--- src/rtl/spi_dma_wm_pkg.sv ---
package spi_dma_wm_pkg;

  typedef enum logic [1:0] {
    HS_IDLE  = 2'd0,
    HS_REQ   = 2'd1,
    HS_BURST = 2'd2
  } hs_state_e;

  localparam int unsigned NUM_FLAGS = 3;
  localparam int unsigned FLAG_TX_OVF = 0;
  localparam int unsigned FLAG_TX_UNF = 1;
  localparam int unsigned FLAG_RX_OVF = 2;

endpackage

--- src/rtl/wm_fill_tracker.sv ---
module wm_fill_tracker #(
  parameter int DEPTH = 256,
  localparam int LW = $clog2(DEPTH + 1)
) (
  input  logic          clk,
  input  logic          rst,
  input  logic          push,
  input  logic          pop,
  output logic [LW-1:0] fill,
  output logic          push_drop,
  output logic          pop_empty
);

  localparam logic [LW-1:0] FULL = LW'(DEPTH);

  logic pop_ok;
  logic push_ok;

  // a pop needs an entry; a push needs room, or a pop freeing one
  assign pop_ok    = pop && (fill != '0);
  assign push_ok   = push && ((fill != FULL) || pop_ok);
  assign push_drop = push && !push_ok;
  assign pop_empty = pop && (fill == '0);

  always_ff @(posedge clk) begin
    if (rst) begin
      fill <= '0;
    end else begin
      unique case ({push_ok, pop_ok})
        2'b10:   fill <= fill + LW'(1);
        2'b01:   fill <= fill - LW'(1);
        default: fill <= fill;
      endcase
    end
  end

endmodule

--- src/rtl/wm_burst_handshake.sv ---
module wm_burst_handshake
  import spi_dma_wm_pkg::*;
#(
  parameter int LW = 9
) (
  input  logic          clk,
  input  logic          rst,
  input  logic          enable,
  input  logic          thresh_met,
  input  logic          ack,
  input  logic          beat,
  input  logic [LW-1:0] burst_len,
  output logic          req
);

  hs_state_e     st, st_n;
  logic [LW-1:0] beats, beats_n;
  logic [LW-1:0] beats_inc;

  assign beats_inc = beats + LW'(1);

  always_comb begin
    st_n    = st;
    beats_n = beats;
    unique case (st)
      HS_IDLE: begin
        if (enable && thresh_met) st_n = HS_REQ;
      end
      HS_REQ: begin
        if (!enable) begin
          st_n = HS_IDLE;
        end else if (ack) begin
          st_n    = HS_BURST;
          beats_n = '0;
        end
      end
      HS_BURST: begin
        if (burst_len == '0) begin
          st_n = HS_IDLE;
        end else if (beat) begin
          if (beats_inc >= burst_len) st_n = HS_IDLE;
          else                        beats_n = beats_inc;
        end
      end
      default: st_n = HS_IDLE;
    endcase
  end

  always_ff @(posedge clk) begin
    if (rst) begin
      st    <= HS_IDLE;
      beats <= '0;
    end else begin
      st    <= st_n;
      beats <= beats_n;
    end
  end

  assign req = (st == HS_REQ);

endmodule

--- src/rtl/wm_sticky_flags.sv ---
module wm_sticky_flags #(
  parameter int N = 3
) (
  input  logic         clk,
  input  logic         rst,
  input  logic [N-1:0] set,
  input  logic [N-1:0] clr,
  output logic [N-1:0] flags
);

  for (genvar i = 0; i < N; i++) begin : g_flag
    always_ff @(posedge clk) begin
      if (rst)         flags[i] <= 1'b0;
      else if (set[i]) flags[i] <= 1'b1;
      else if (clr[i]) flags[i] <= 1'b0;
    end
  end

endmodule

--- src/rtl/spi_dma_watermark.sv ---
module spi_dma_watermark
  import spi_dma_wm_pkg::*;
#(
  parameter int DEPTH = 256,
  localparam int LW = $clog2(DEPTH + 1)
) (
  input  logic          clk,
  input  logic          rst,
  input  logic          tx_en,
  input  logic          rx_en,
  input  logic [LW-1:0] tx_thresh,
  input  logic [LW-1:0] rx_thresh,
  input  logic [LW-1:0] tx_burst,
  input  logic [LW-1:0] rx_burst,
  input  logic          xfer_active,
  input  logic          tx_push,
  input  logic          tx_pop,
  input  logic          tx_ack,
  output logic          tx_req,
  input  logic          rx_push,
  input  logic          rx_pop,
  input  logic          rx_ack,
  output logic          rx_req,
  input  logic [2:0]    flag_clr,
  output logic [LW-1:0] tx_fill,
  output logic [LW-1:0] rx_fill,
  output logic          tx_ovf,
  output logic          tx_unf,
  output logic          rx_ovf,
  output logic          cfg_err
);

  localparam logic [LW:0] DEPTH_X = (LW + 1)'(DEPTH);

  logic tx_drop, tx_empty_pop;
  logic rx_drop, rx_empty_pop;
  logic [NUM_FLAGS-1:0] flag_set, flag_q;

  wm_fill_tracker #(.DEPTH(DEPTH)) u_tx_fill (
    .clk(clk), .rst(rst), .push(tx_push), .pop(tx_pop),
    .fill(tx_fill), .push_drop(tx_drop), .pop_empty(tx_empty_pop)
  );

  wm_fill_tracker #(.DEPTH(DEPTH)) u_rx_fill (
    .clk(clk), .rst(rst), .push(rx_push), .pop(rx_pop),
    .fill(rx_fill), .push_drop(rx_drop), .pop_empty(rx_empty_pop)
  );

  // transmit refills when drained to its level; receive drains above its level
  wm_burst_handshake #(.LW(LW)) u_tx_hs (
    .clk(clk), .rst(rst), .enable(tx_en),
    .thresh_met(tx_fill <= tx_thresh),
    .ack(tx_ack), .beat(tx_push), .burst_len(tx_burst), .req(tx_req)
  );

  wm_burst_handshake #(.LW(LW)) u_rx_hs (
    .clk(clk), .rst(rst), .enable(rx_en),
    .thresh_met(rx_fill > rx_thresh),
    .ack(rx_ack), .beat(rx_pop), .burst_len(rx_burst), .req(rx_req)
  );

  always_comb begin
    flag_set              = '0;
    flag_set[FLAG_TX_OVF] = tx_drop;
    flag_set[FLAG_TX_UNF] = tx_empty_pop && xfer_active;
    flag_set[FLAG_RX_OVF] = rx_drop;
  end

  wm_sticky_flags #(.N(NUM_FLAGS)) u_flags (
    .clk(clk), .rst(rst), .set(flag_set), .clr(flag_clr), .flags(flag_q)
  );

  assign tx_ovf = flag_q[FLAG_TX_OVF];
  assign tx_unf = flag_q[FLAG_TX_UNF];
  assign rx_ovf = flag_q[FLAG_RX_OVF];

  assign cfg_err = ({1'b0, tx_burst} + {1'b0, tx_thresh}) > DEPTH_X;

endmodule

--- config.mk ---
export PLATFORM = sky130hd
export DESIGN_NAME = spi_dma_watermark
export DESIGN_NICKNAME = d
export VERILOG_FILES = /design/src/rtl/spi_dma_wm_pkg.sv /design/src/rtl/wm_fill_tracker.sv /design/src/rtl/wm_burst_handshake.sv /design/src/rtl/wm_sticky_flags.sv /design/src/rtl/spi_dma_watermark.sv
export SDC_FILE = /design/constraint.sdc
export NUM_CORES = 1
export LEC_CHECK = 0
export ABC_CLOCK_PERIOD_IN_PS = 3400
export BUFFER_PORTS_ARGS = -buffer_cell sky130_fd_sc_hd__buf_4
export CAP_MARGIN = 40
export CORE_MARGIN = 2
export CORE_UTILIZATION = 40
export DETAILED_ROUTE_END_ITERATION = 8
export GPL_ROUTABILITY_DRIVEN = 0
export HOLD_SLACK_MARGIN = 0.08
export RECOVER_POWER = 50
export SYNTH_ARGS = -nofsm -noshare
export SYNTH_HDL_FRONTEND = slang
export SYNTH_SLANG_ARGS = --single-unit
--- constraint.sdc ---
create_clock -name clk -period 3.4 [get_ports clk]
set_input_delay 0.17 -clock clk [delete_from_list [all_inputs] [get_ports clk]]
set_output_delay 0.17 -clock clk [all_outputs]
set_load 0.005 [all_outputs]
* After elaboration in Yosys (flattened, before gate mapping)
Index checks and enable logic that the tools add are counted.
** Storage, ports and cells
- Word-level logic and storage cells :: 115
- Input bits :: 50
- Output and inout bits :: 24
- Register bits after elaboration :: 43
** Cells by class
- Equal/unequal tests :: 28
- $add $sub $neg :: 7
- Multiplexer cells :: 34
- Reductions and logical operators :: 32
- Magnitude comparators :: 5
** Operators by type and width (count)
- $mux 9 :: 10
- $pmux 9 s2 :: 4
- $add 9x1->9 const B :: 4
- $logic_not 9->1 :: 3
- $mux 2 :: 12
- $ne 2x2->1 const B :: 10
- $ge 9x9->1 :: 2
- $ne 9x9->1 const B :: 2
- $reduce_bool 9->1 :: 2
- $sub 9x1->9 const B :: 2
- $reduce_bool 2->1 :: 7
- $pmux 2 s3 :: 2
- $reduce_and 6->1 :: 2
- $add 9x9->10 :: 1
- $gt 10x9->1 const B :: 1
- $logic_and 1x1->1 :: 10
- $gt 9x9->1 :: 1
- $le 9x9->1 :: 1
- $eq 2x1->1 const B :: 4
- $eq 2x2->1 const B :: 4
- $reduce_and 4->1 :: 2
- $mux 1 :: 6
- $ne 3x1->1 const B :: 2
- $ne 3x2->1 const B :: 2
- 5 further kinds :: 10

* Logic depth before layout (Yosys ltp)
Gate-level depths: netlist (run 1).
- Depth in word-level cells :: 7
- Depth in mapped cells :: 13
- Gate-level depth less buffers :: 12

* Hierarchy
From an unflattened synthesis (run 1), not the netlist that was laid out.
** Unflattened totals
- Cell total of the unflattened synthesis :: 512
- Area total of the unflattened synthesis :: 4345.4 um^2
** By module, submodules not included
- wm_burst_handshake :: times used 2, seq. area each 220.2 um^2, cells an instance 106, area an instance 909.6 um^2
- wm_fill_tracker :: times used 2, seq. area each 180.2 um^2, cells an instance 88, area an instance 787.0 um^2
- spi_dma_watermark :: times used 1, seq. area each 0.0 um^2, cells an instance 112, area an instance 847.1 um^2
- wm_sticky_flags :: times used 1, seq. area each 60.1 um^2, cells an instance 12, area an instance 105.1 um^2

* Worst setup path after synthesis (run 1)
OpenSTA, ideal clock, no wires.
- Path kind :: reg-to-reg
- Start point :: reg u_rx_fill.fill[1]
- End point :: reg u_rx_fill.fill[7]
- Path buffers :: 0
- Clock period less this slack :: 3016 ps
- Required time :: 3318 ps
- Data arrival time :: 2934 ps
- Library setup time :: 82 ps
- Path slack :: 384 ps
- Stages on the path, launching flop included :: 12
- Cells stage by stage :: dfxtp_1 > nor4_1 > nand2_1 > o21ai_0 > ha_1 > ha_1 > a21o_1 > a21oi_1 > o21ai_0 > o41ai_2 > or4b_2 > o221ai_1
** On the way
- Longest elaborated chain between the ends :: 6
- Elaborated cells between the ends (all ways) :: 11
- Those cells by class :: 2 x add/sub; 3 x eq/ne; 1 x mux; 5 x reduce/logical
** Ends and longest elaborated chain
- start: declaration :: RTL line wm_fill_tracker.sv:9 : output logic [LW-1:0] fill,
- start signal: assignment :: RTL line wm_fill_tracker.sv:30 : 2'b10: fill <= fill + LW'(1);
- start signal: assignment :: RTL line wm_fill_tracker.sv:31 : 2'b01: fill <= fill - LW'(1);
- start signal: assignment :: RTL line wm_fill_tracker.sv:32 : default: fill <= fill;
- branches (longest 6 deep; another with $sub 9x1->9)
Several ways; the timed one is not identified.
A chain may end at the register's enable or synchronous reset.

* Final worst setup path (run 1)
- Start point :: reg u_rx_hs.beats[0]
- End point :: reg u_rx_hs.beats[4]
** On the way
- Longest elaborated chain between the ends :: 5
- Elaborated cells between the ends (all ways) :: 8
- Those cells by class :: 1 x add/sub; 1 x order compare; 1 x eq/ne; 4 x mux; 1 x reduce/logical
** Ends and longest elaborated chain
- start: declaration :: RTL line wm_burst_handshake.sv:17 : logic [LW-1:0] beats, beats_n;
- start signal: assignment :: RTL line wm_burst_handshake.sv:55 : beats <= beats_n;
- $add 9x1->9 * :: RTL line wm_burst_handshake.sv:20 : assign beats_inc = beats + LW'(1);
- branches (longest 4 deep; another with $ge 9x9->1)
Mark *: on every way between the ends. The select of a mux whose other input is x is not followed.

==> results.md, run 1 <==
* Synth Area per Inst at 7.89 um2
* Yosys top cell area share at between 20% and 30%
* Synth area leader: dfxtp_1
* DR iter-0 viols at 121
* Rows at 37
* Most used DFF post-synth: dfxtp_1
* Overall routed net length at between 10000 and 15000 um
* Post-DP HPWL at approximately 8100 um
* Hold wc startpoint: xfer_active
* Reg-to-reg critical path endpoint: u_rx_hs.beats[4]
* Clk root buf: clkbuf_8
* Die ar. at between 0.01 and 0.015 mm2
* Initial Util at about two fifths
* FF-to-FF Start: u_rx_hs.beats[0]
* Crit path capture type: flop
* Period Utilization, post-route at roughly nine tenths
* GR Overflow Total at 0
* # DRC at 0
* RSZ-0062 raised after global routing: false
* Final hold slack at around 0.13 ns
* Vias at between 3000 and 4000
* Peak VDD IR at 0.419 mV
* Max Freq at between 300 and 400 MHz
* Total power at approximately 0.0027 W
* Fin nets at 714
* Gate Count Post-Synth at between 500 and 600
* Ports at 74
* Post-synth cell types at 54
* Final-layout fill cell count at between 1000 and 1500
* Register bit total from synthesis at 43
* Largest net degree at the start of global routing at 53
* Antenna violations before repair at 0
* Leak Pwr at approximately 2.5 nW
* Htree depth at 2
* Layout cells sized above 1 at between 15 and 20%
* Core area at slightly above 0.01 mm2
* Cts bufs inserted at 5
* Wire per inst at around 14 um
* Critical path class: flop to flop
* Post-synth net total at around 640
* Fin. Hold Viols at 0
* Global-route wire length before repair at around 17000 um
* Clock Latency Late Sink at 0.30 ns
* Clock slew at reported path FFs at roughly 0.090 ns
* Async SR Flop Fraction at 0%
* R2R cell count at 12
* Synthesized area at ~0.0041 mm2
* Final setup vio count at 0
* Startpoint types: flop
* ANT nets after route at 0
* EDFF count, synth at 0
* Max_cap viols at 0
* CTS tree: done
* Multi-input logic area at approximately 0.0030 mm2
* Pins Over Slew Limit at 0
* Area growth syn-to-layout at 20.4%
* Chip width at roughly 110 um
* Min-Delay Path Depth at 3
* All-Layer GR Usage at a little under a fifth
* Worst Tran Pin Value at between 0.5 and 0.6 ns
* Worst Path Required at ~3.6 ns
* Placed insts at 727
* Clock Tree Buf Depth at 2
* Port Buf Inserts at 73
* Dominant cells by area after synthesis: dfxtp_1 (21%), ha_1 (19%), inv_1 (5.8%)
* R2r setup slk at around 0.27 ns
* Die span in y at ~110 um
* Diode count at 0
* Clk_skew at 0.00872 ns
* Worst hold-check path type: input pin to flop
* Status: complete, no violations
* DR vias/cell at between 5 and 6
* Register area at between 800 and 900 um2
* CP max FO at 9
* Ys Warns at 0
* Hold EP: u_flags.flags[1]
* Sequential element share of the synthesized area at a little over a fifth
* Tmin final at roughly 3.1 ns
* Count of non-filler cells in the finished layout at between 700 and 800
* Setup Total Neg Slack at 0 ns
* CTS Hold Bufs at 0
* Crit path arrival time at about 3.3 ns
* Pwr/cell area at 553 mW/mm2
* Detailed Routing Iterations Pass 1 at 4
* CTS sink cnt at 43
* Vias in the first global route at approximately 3800
* Max_slew headroom at about 63%
## worst max-delay path, cell delays in order (launching register included)
cell and delay [ns]:
dfxtp_1 0.42, ha_1 0.28, and3_1 0.21, and3_1 0.23, and3_1 0.18, xnor2_1 0.14, inv_1 0.06, ha_1 0.31
a211oi_2 0.18, nand2_1 0.09, a21o_1 0.17, or4b_4 0.55, o31ai_1 0.21
## Yosys cell counts, types with 4 or more instances
cell type and count:
a211oi_1 5, nor4_1 7, xor2_1 15, o21bai_1 4, inv_1 64, nand3_1 13, nand2b_1 25, a21o_1 15
o32ai_1 6, and3_1 10, nand2_1 19, nor2_1 50, nand4_1 7, ha_1 63, clkbuf_1 10, nor2b_1 16
o21ai_0 17, a21oi_1 33, o2111ai_1 8, mux2i_1 5, a31oi_1 8, o22ai_1 4, xnor2_1 16, nor3_1 12
dfxtp_1 43
## placed cells by master (no fill, tap or decap), types with 3 or more instances in the layout
| master | instances |
|---|---|
| o21bai_1 | 4 |
| a21o_1 | 15 |
| or3_1 | 3 |
| buf_4 | 59 |
| clkbuf_1 | 6 |
| dfxtp_1 | 43 |
| a211oi_1 | 5 |
| a31oi_1 | 8 |
| nor2_1 | 50 |
| o31ai_1 | 3 |
| a21oi_1 | 32 |
| nand4_1 | 7 |
| nand2_1 | 19 |
| o21a_1 | 3 |
| clkbuf_4 | 17 |
| mux2i_1 | 5 |
| ha_1 | 63 |
| clkbuf_8 | 6 |
| o22ai_1 | 4 |
| nor3_1 | 12 |
| inv_1 | 64 |
| nor4_1 | 5 |
| and3_1 | 10 |
| xnor2_1 | 16 |
| xor2_1 | 15 |
| nand2b_1 | 25 |
| nor2b_1 | 16 |
| o32ai_1 | 6 |
| o21ai_0 | 17 |
| fa_1 | 3 |
| o2111ai_1 | 8 |
| nand3_1 | 13 |
## flip-flops by register name, summed over array words and instances, names as in the netlist
signal and cells:
u_tx_fill.fill 9, u_tx_hs.st 2, u_rx_hs.beats 9, u_tx_hs.beats 9
u_flags.flags 3, u_rx_fill.fill 9, u_rx_hs.st 2
## layout make-up
class,count,share of cell area [%]
Sequential cell,43,17.3
Tap cell,136,3.42
Inverter,64,4.83
Clock buffer,6,1.66
Multi-Input combinational cell,402,60.0
Clock inverter,2,0.780
Timing Repair Buffer,82,11.9
## logic make-up (layout without fill, tap and decap cells)
group / after synthesis / after routing / synth area share, %
xor gates and xnor gates: 31 / 31 / 6.58
buffers and inverters: 78 / 154 / 7.36
AOI/OAI and AO/OA: 130 / 130 / 22.0
and+or+nand+nor: 170 / 170 / 21.4
adders and majority gates: 66 / 66 / 20.5
DFF: 43 / 43 / 20.8
muxes: 5 / 5 / 1.21
## stage by stage
stage / util [%] / cell area (um2) / setup slack, ns
2_1_floorplan: - / 4130 / 0.384
3_3_place_gp: 47.6 / 4850 / 0.244
3_5_place_dp: 47.6 / 4850 / 0.168
4_1_cts: 48.8 / 4970 / 0.131
5_1_grt: 48.8 / 4970 / 0.0228
6_report: 48.8 / 4970 / 0.272
## power by group
part	switching, W	internal [W]	total, W
sequential	0.000128	0.000601	0.000729
clock	0.000193	0.000242	0.000435
combinational	0.000848	0.000738	0.00159
## timing repair
action | CTS | global route
endpoints found under the hold margin | 0 | 0
buffers inserted | 0 | 0
resized for setup | 0 | 5
setup endpoints to repair | 0 | 10
## metal layers
| layer | global-route usage (%) | vias up | wire (um) | part of all wire, % |
|---|---|---|---|---|
| met5 | 0 | - | 0 | 0 |
| met4 | 2.91 | 0 | 48 | 0.48 |
| met3 | 2.72 | 5 | 245 | 2.4 |
| met2 | 31.9 | 51 | 4730 | 47 |
| met1 | 24.8 | 1791 | 5070 | 50 |
| li1 | - | 2024 | - | - |
## worst max-delay path by stage
stage	from	to	cells after the start
2_1_floorplan	u_rx_fill.fill[1]	u_rx_fill.fill[7]	11
3_3_place_gp	u_rx_hs.beats[0]	u_rx_hs.beats[3]	12
3_5_place_dp	u_rx_hs.beats[0]	u_rx_hs.beats[3]	12
4_1_cts	u_rx_hs.beats[0]	u_rx_hs.beats[4]	12
5_1_grt	u_rx_fill.fill[1]	u_rx_fill.fill[7]	11
6_report	u_rx_hs.beats[0]	u_rx_hs.beats[4]	12
Note: power is estimated with default switching activity, not from simulation.
==> run 2, diff against run 1 <==
- ABC_AREA: default -> 1
==> results.md, run 2 <==
* Cell family with most CP delay: simple AND/OR/NAND/NOR gates
* Final hold slack at 0.113 ns (-0.0140 ns)
* Fin nets at 888 (+24%)
* Crit path capture type: flop
* Worst Tran Pin Value at 0.470 ns (-0.0802 ns)
* FF-to-FF Start: u_tx_hs.beats[0]
* Post-CTS setup buffers at 0 (unchanged)
* Worst path cell trace: ha_1 > nand2_1 > inv_1 > nand2_1 > nor2_1 > nand4_1 > and2_1 > ha_1 > nand2_1 > a21oi_1 > nor2_1 > nand3_2 > o21ai_4 > nand3_1 > nand2_1 > nor2_1
* Wire per inst at 11.7 um (-15%)
* Critical path class: flop to flop
* Crit path arrival time at 3.00 ns (-0.34 ns)
* Worst Path Required at 3.60 ns (-0.02 ns)
* CTS resizes at 0 (unchanged)
* Max_slew headroom at 68.5% (+5.2 points)
* Gate Count Post-Synth at 701 (+34%)
* Htree depth at 2 (unchanged)
* CP max FO at 18 (+9)
* Ports at 74 (unchanged)
* DR vias/cell at 4.86 (-7.7%)
* Rows at 38 (+2.7%)
* Fin. Hold Viols at 0 (unchanged)
* Register bit total from synthesis at 43 (unchanged)
* Clk_skew at 0.0142 ns (+0.00551 ns)
* Detailed Routing Iterations Pass 1 at 4 (unchanged)
* CTS sink cnt at 43 (unchanged)
* CP Buf/Inv Count at 1 (unchanged)
* Worst Setup SP: u_tx_hs.beats[0]
* Status: complete, no violations
* Post-synth cell types at 36 (-33%)
* Die span in y at 109 um (+3.3%)
* Clock slew at reported path FFs at 0.09 ns (about the same)
* Initial Util at 40.9% (+0.35 points)
* Synth area leader: dfxtp_1
* Die ar. at 0.0119 mm2 (+6.6%)
* Async SR Flop Fraction at 0% (unchanged)
* Commonest non-fill, non-tap cells in the layout: nand2_1 (162), inv_1 (131), nor2_1 (74)
* Core Util, Final at 48.1% (-0.65 points)
* R2r setup slk at 0.60 ns (+0.33 ns)
* Antenna violations before repair at 0 (unchanged)
* Clock Tree Buf Depth at 2 (unchanged)
* Vias in the first global route at 4229 (+12%)
* Area growth syn-to-layout at 17.7%
* CTS Hold Bufs at 0 (unchanged)
* EDFF count, synth at 0 (unchanged)
* Chip width at 109 um (+3.3%)
* Synthesized area at 0.00441 mm2 (+6.9%)
* Yosys top cell area share at 19.5% (-1.3 points)
* Top-count cell post-synth: nand2_1
* Ys Warns at 0 (unchanged)
* Synth Area per Inst at 6.30 um2 (-20%)
* All-Layer GR Usage at 19.0% (+0.50 points)
* Post-DP HPWL at 8650 um (+6.9%)
* CTS tree: done
* GR Overflow Total at 0 (unchanged)
* Clock Latency Late Sink at 0.30 ns (about the same)
* Crit path to: u_tx_hs.beats[2]
* Most used DFF post-synth: dfxtp_1
* Largest net degree at the start of global routing at 21 (-60%)
* Dominant cells by area after synthesis: dfxtp_1 (20%), ha_1 (18%), nand2_1 (14%)
* Sequential element share of the synthesized area at 19.5% (-1.3 points)
* Pwr/cell area at 586 mW/mm2 (+5.8%)
* Diode count at 0 (unchanged)
* ANT nets after route at 0 (unchanged)
* DR iter-0 viols at 243 (+100%)
* Cell mode on critical path: nand2_1
* Leak Pwr at 2.94 nW (+20%)
* # DRC at 0 (unchanged)
* Vias at 4440 (+15%)
* Setup Total Neg Slack at 0 ns (unchanged)
* Startpoint types: flop
* Global-route wire length before repair at 18400 um (+6.6%)
* CP peak stage delay at 0.42 ns (-0.13 ns)
* Worst hold-check path type: input pin to flop
* Port Buf Inserts at 73 (unchanged)
* Cts bufs inserted at 5 (unchanged)
* Layout cells sized above 1 at 11.6% (-4.7 points)
* R2R cell count at 16 (+4)
* RSZ-0062 raised after global routing: false
* Reg-to-reg critical path endpoint: u_tx_hs.beats[2]
* Max Freq at 357 MHz (+12%)
* Core area at 0.0108 mm2 (+6.0%)
* Post-synth net total at 817 (+28%)
* Tmin final at 2.80 ns (-0.328 ns)
* Clk root buf: clkbuf_8
* Period Utilization, post-route at 82.3% (-9.7 points)
* Pins Over Slew Limit at 0 (unchanged)
* Overall routed net length at 10700 um (+5.8%)
* Slowest-stage cell, CP: dfxtp_1
* Most common cell after layout, fill and taps aside: nand2_1
* List of most frequent post-synthesis cells: nand2_1 (162), inv_1 (130), nor2_1 (74)
* Final setup vio count at 0 (unchanged)
* Peak VDD IR at 0.234 mV (-44%)
* Max_cap viols at 0 (unchanged)
* Stages on the worst setup path at 16 (+4)
-- run 2: cell count changes after synthesis, sizes merged, moves of 24 or more --
cell / change
a21oi: +24
inv: +68
nand2: +145
nand2b: -26
nand3: +51
nor2: +25
-- run 2: power by group --
| part | switching (W) | internal, W | total, W |
|---|---|---|---|
| logic | 0.00102 | 0.000748 | 0.00177 |
| registers | 0.000232 | 0.000679 | 0.000911 |
| clock network | 0.000196 | 0.000166 | 0.000363 |
-- run 2: layout make-up --
class / instances / area, um2
inverter: 133 / 499
clock inverter: 2 / 16.3
tap: 140 / 175
sequential: 43 / 861
fill: 1128 / 5600
timing repair buffer: 75 / 568
clock buffer: 6 / 82.6
multi-input combinational: 514 / 2990
-- run 2: kinds of logic after synthesis --
logic type | after synthesis | synth area share [%]
xor+xnor | 26 | 5.16
fa+ha+maj | 66 | 19.2
flops | 43 | 19.5
simple gates | 336 | 32.8
compound gates | 86 | 10.7
buf+inv | 144 | 12.6
-- run 2: through the flow --
| step | instances | worst slack (ns) | instance area, um2 | power (W) |
|---|---|---|---|---|
| final | 913 | 0.600 | 5200 | 0.00304 |
| after detailed placement | 905 | 0.600 | 5110 | 0.00271 |
| after global routing | 913 | 0.256 | 5200 | 0.00341 |
| after CTS | 913 | 0.583 | 5210 | 0.00309 |
| after global placement | 904 | 0.657 | 5080 | 0.00267 |
| after floorplan | 701 | 0.974 | 4410 | 0.00218 |
-- run 2: worst register-to-register path, cell delays in order, from the launching register on --
cell	delay, ns
dfxtp_1	0.42
ha_1	0.19
nand2_1	0.05
inv_1	0.09
nand2_1	0.06
nor2_1	0.20
nand4_1	0.11
and2_1	0.19
ha_1	0.28
nand2_1	0.11
a21oi_1	0.05
nor2_1	0.15
nand3_2	0.12
o21ai_4	0.41
nand3_1	0.14
nand2_1	0.09
nor2_1	0.04
-- run 2: worst min path at each step --
stage                           start               end  slack [ns]  depth (start not counted)
after floorplan                tx_pop  u_flags.flags[1]        0.33                          2
after detailed placement  flag_clr[0]  u_flags.flags[0]        0.43                          4
final                     flag_clr[0]  u_flags.flags[0]        0.11                          4
after CTS                 flag_clr[0]  u_flags.flags[0]        0.10                          4
after global routing      flag_clr[2]  u_flags.flags[2]        0.10                          4
after global placement    flag_clr[0]  u_flags.flags[0]        0.43                          4
-- run 2: per-layer routing --
layer  GRT usage (%)  up-vias  wire length, um
li1                -     2376                -
met1            24.8     1960             5280
met2            33.4       99             4860
met3            2.81        5              494
met4            3.21        0               46
met5               0        -                0
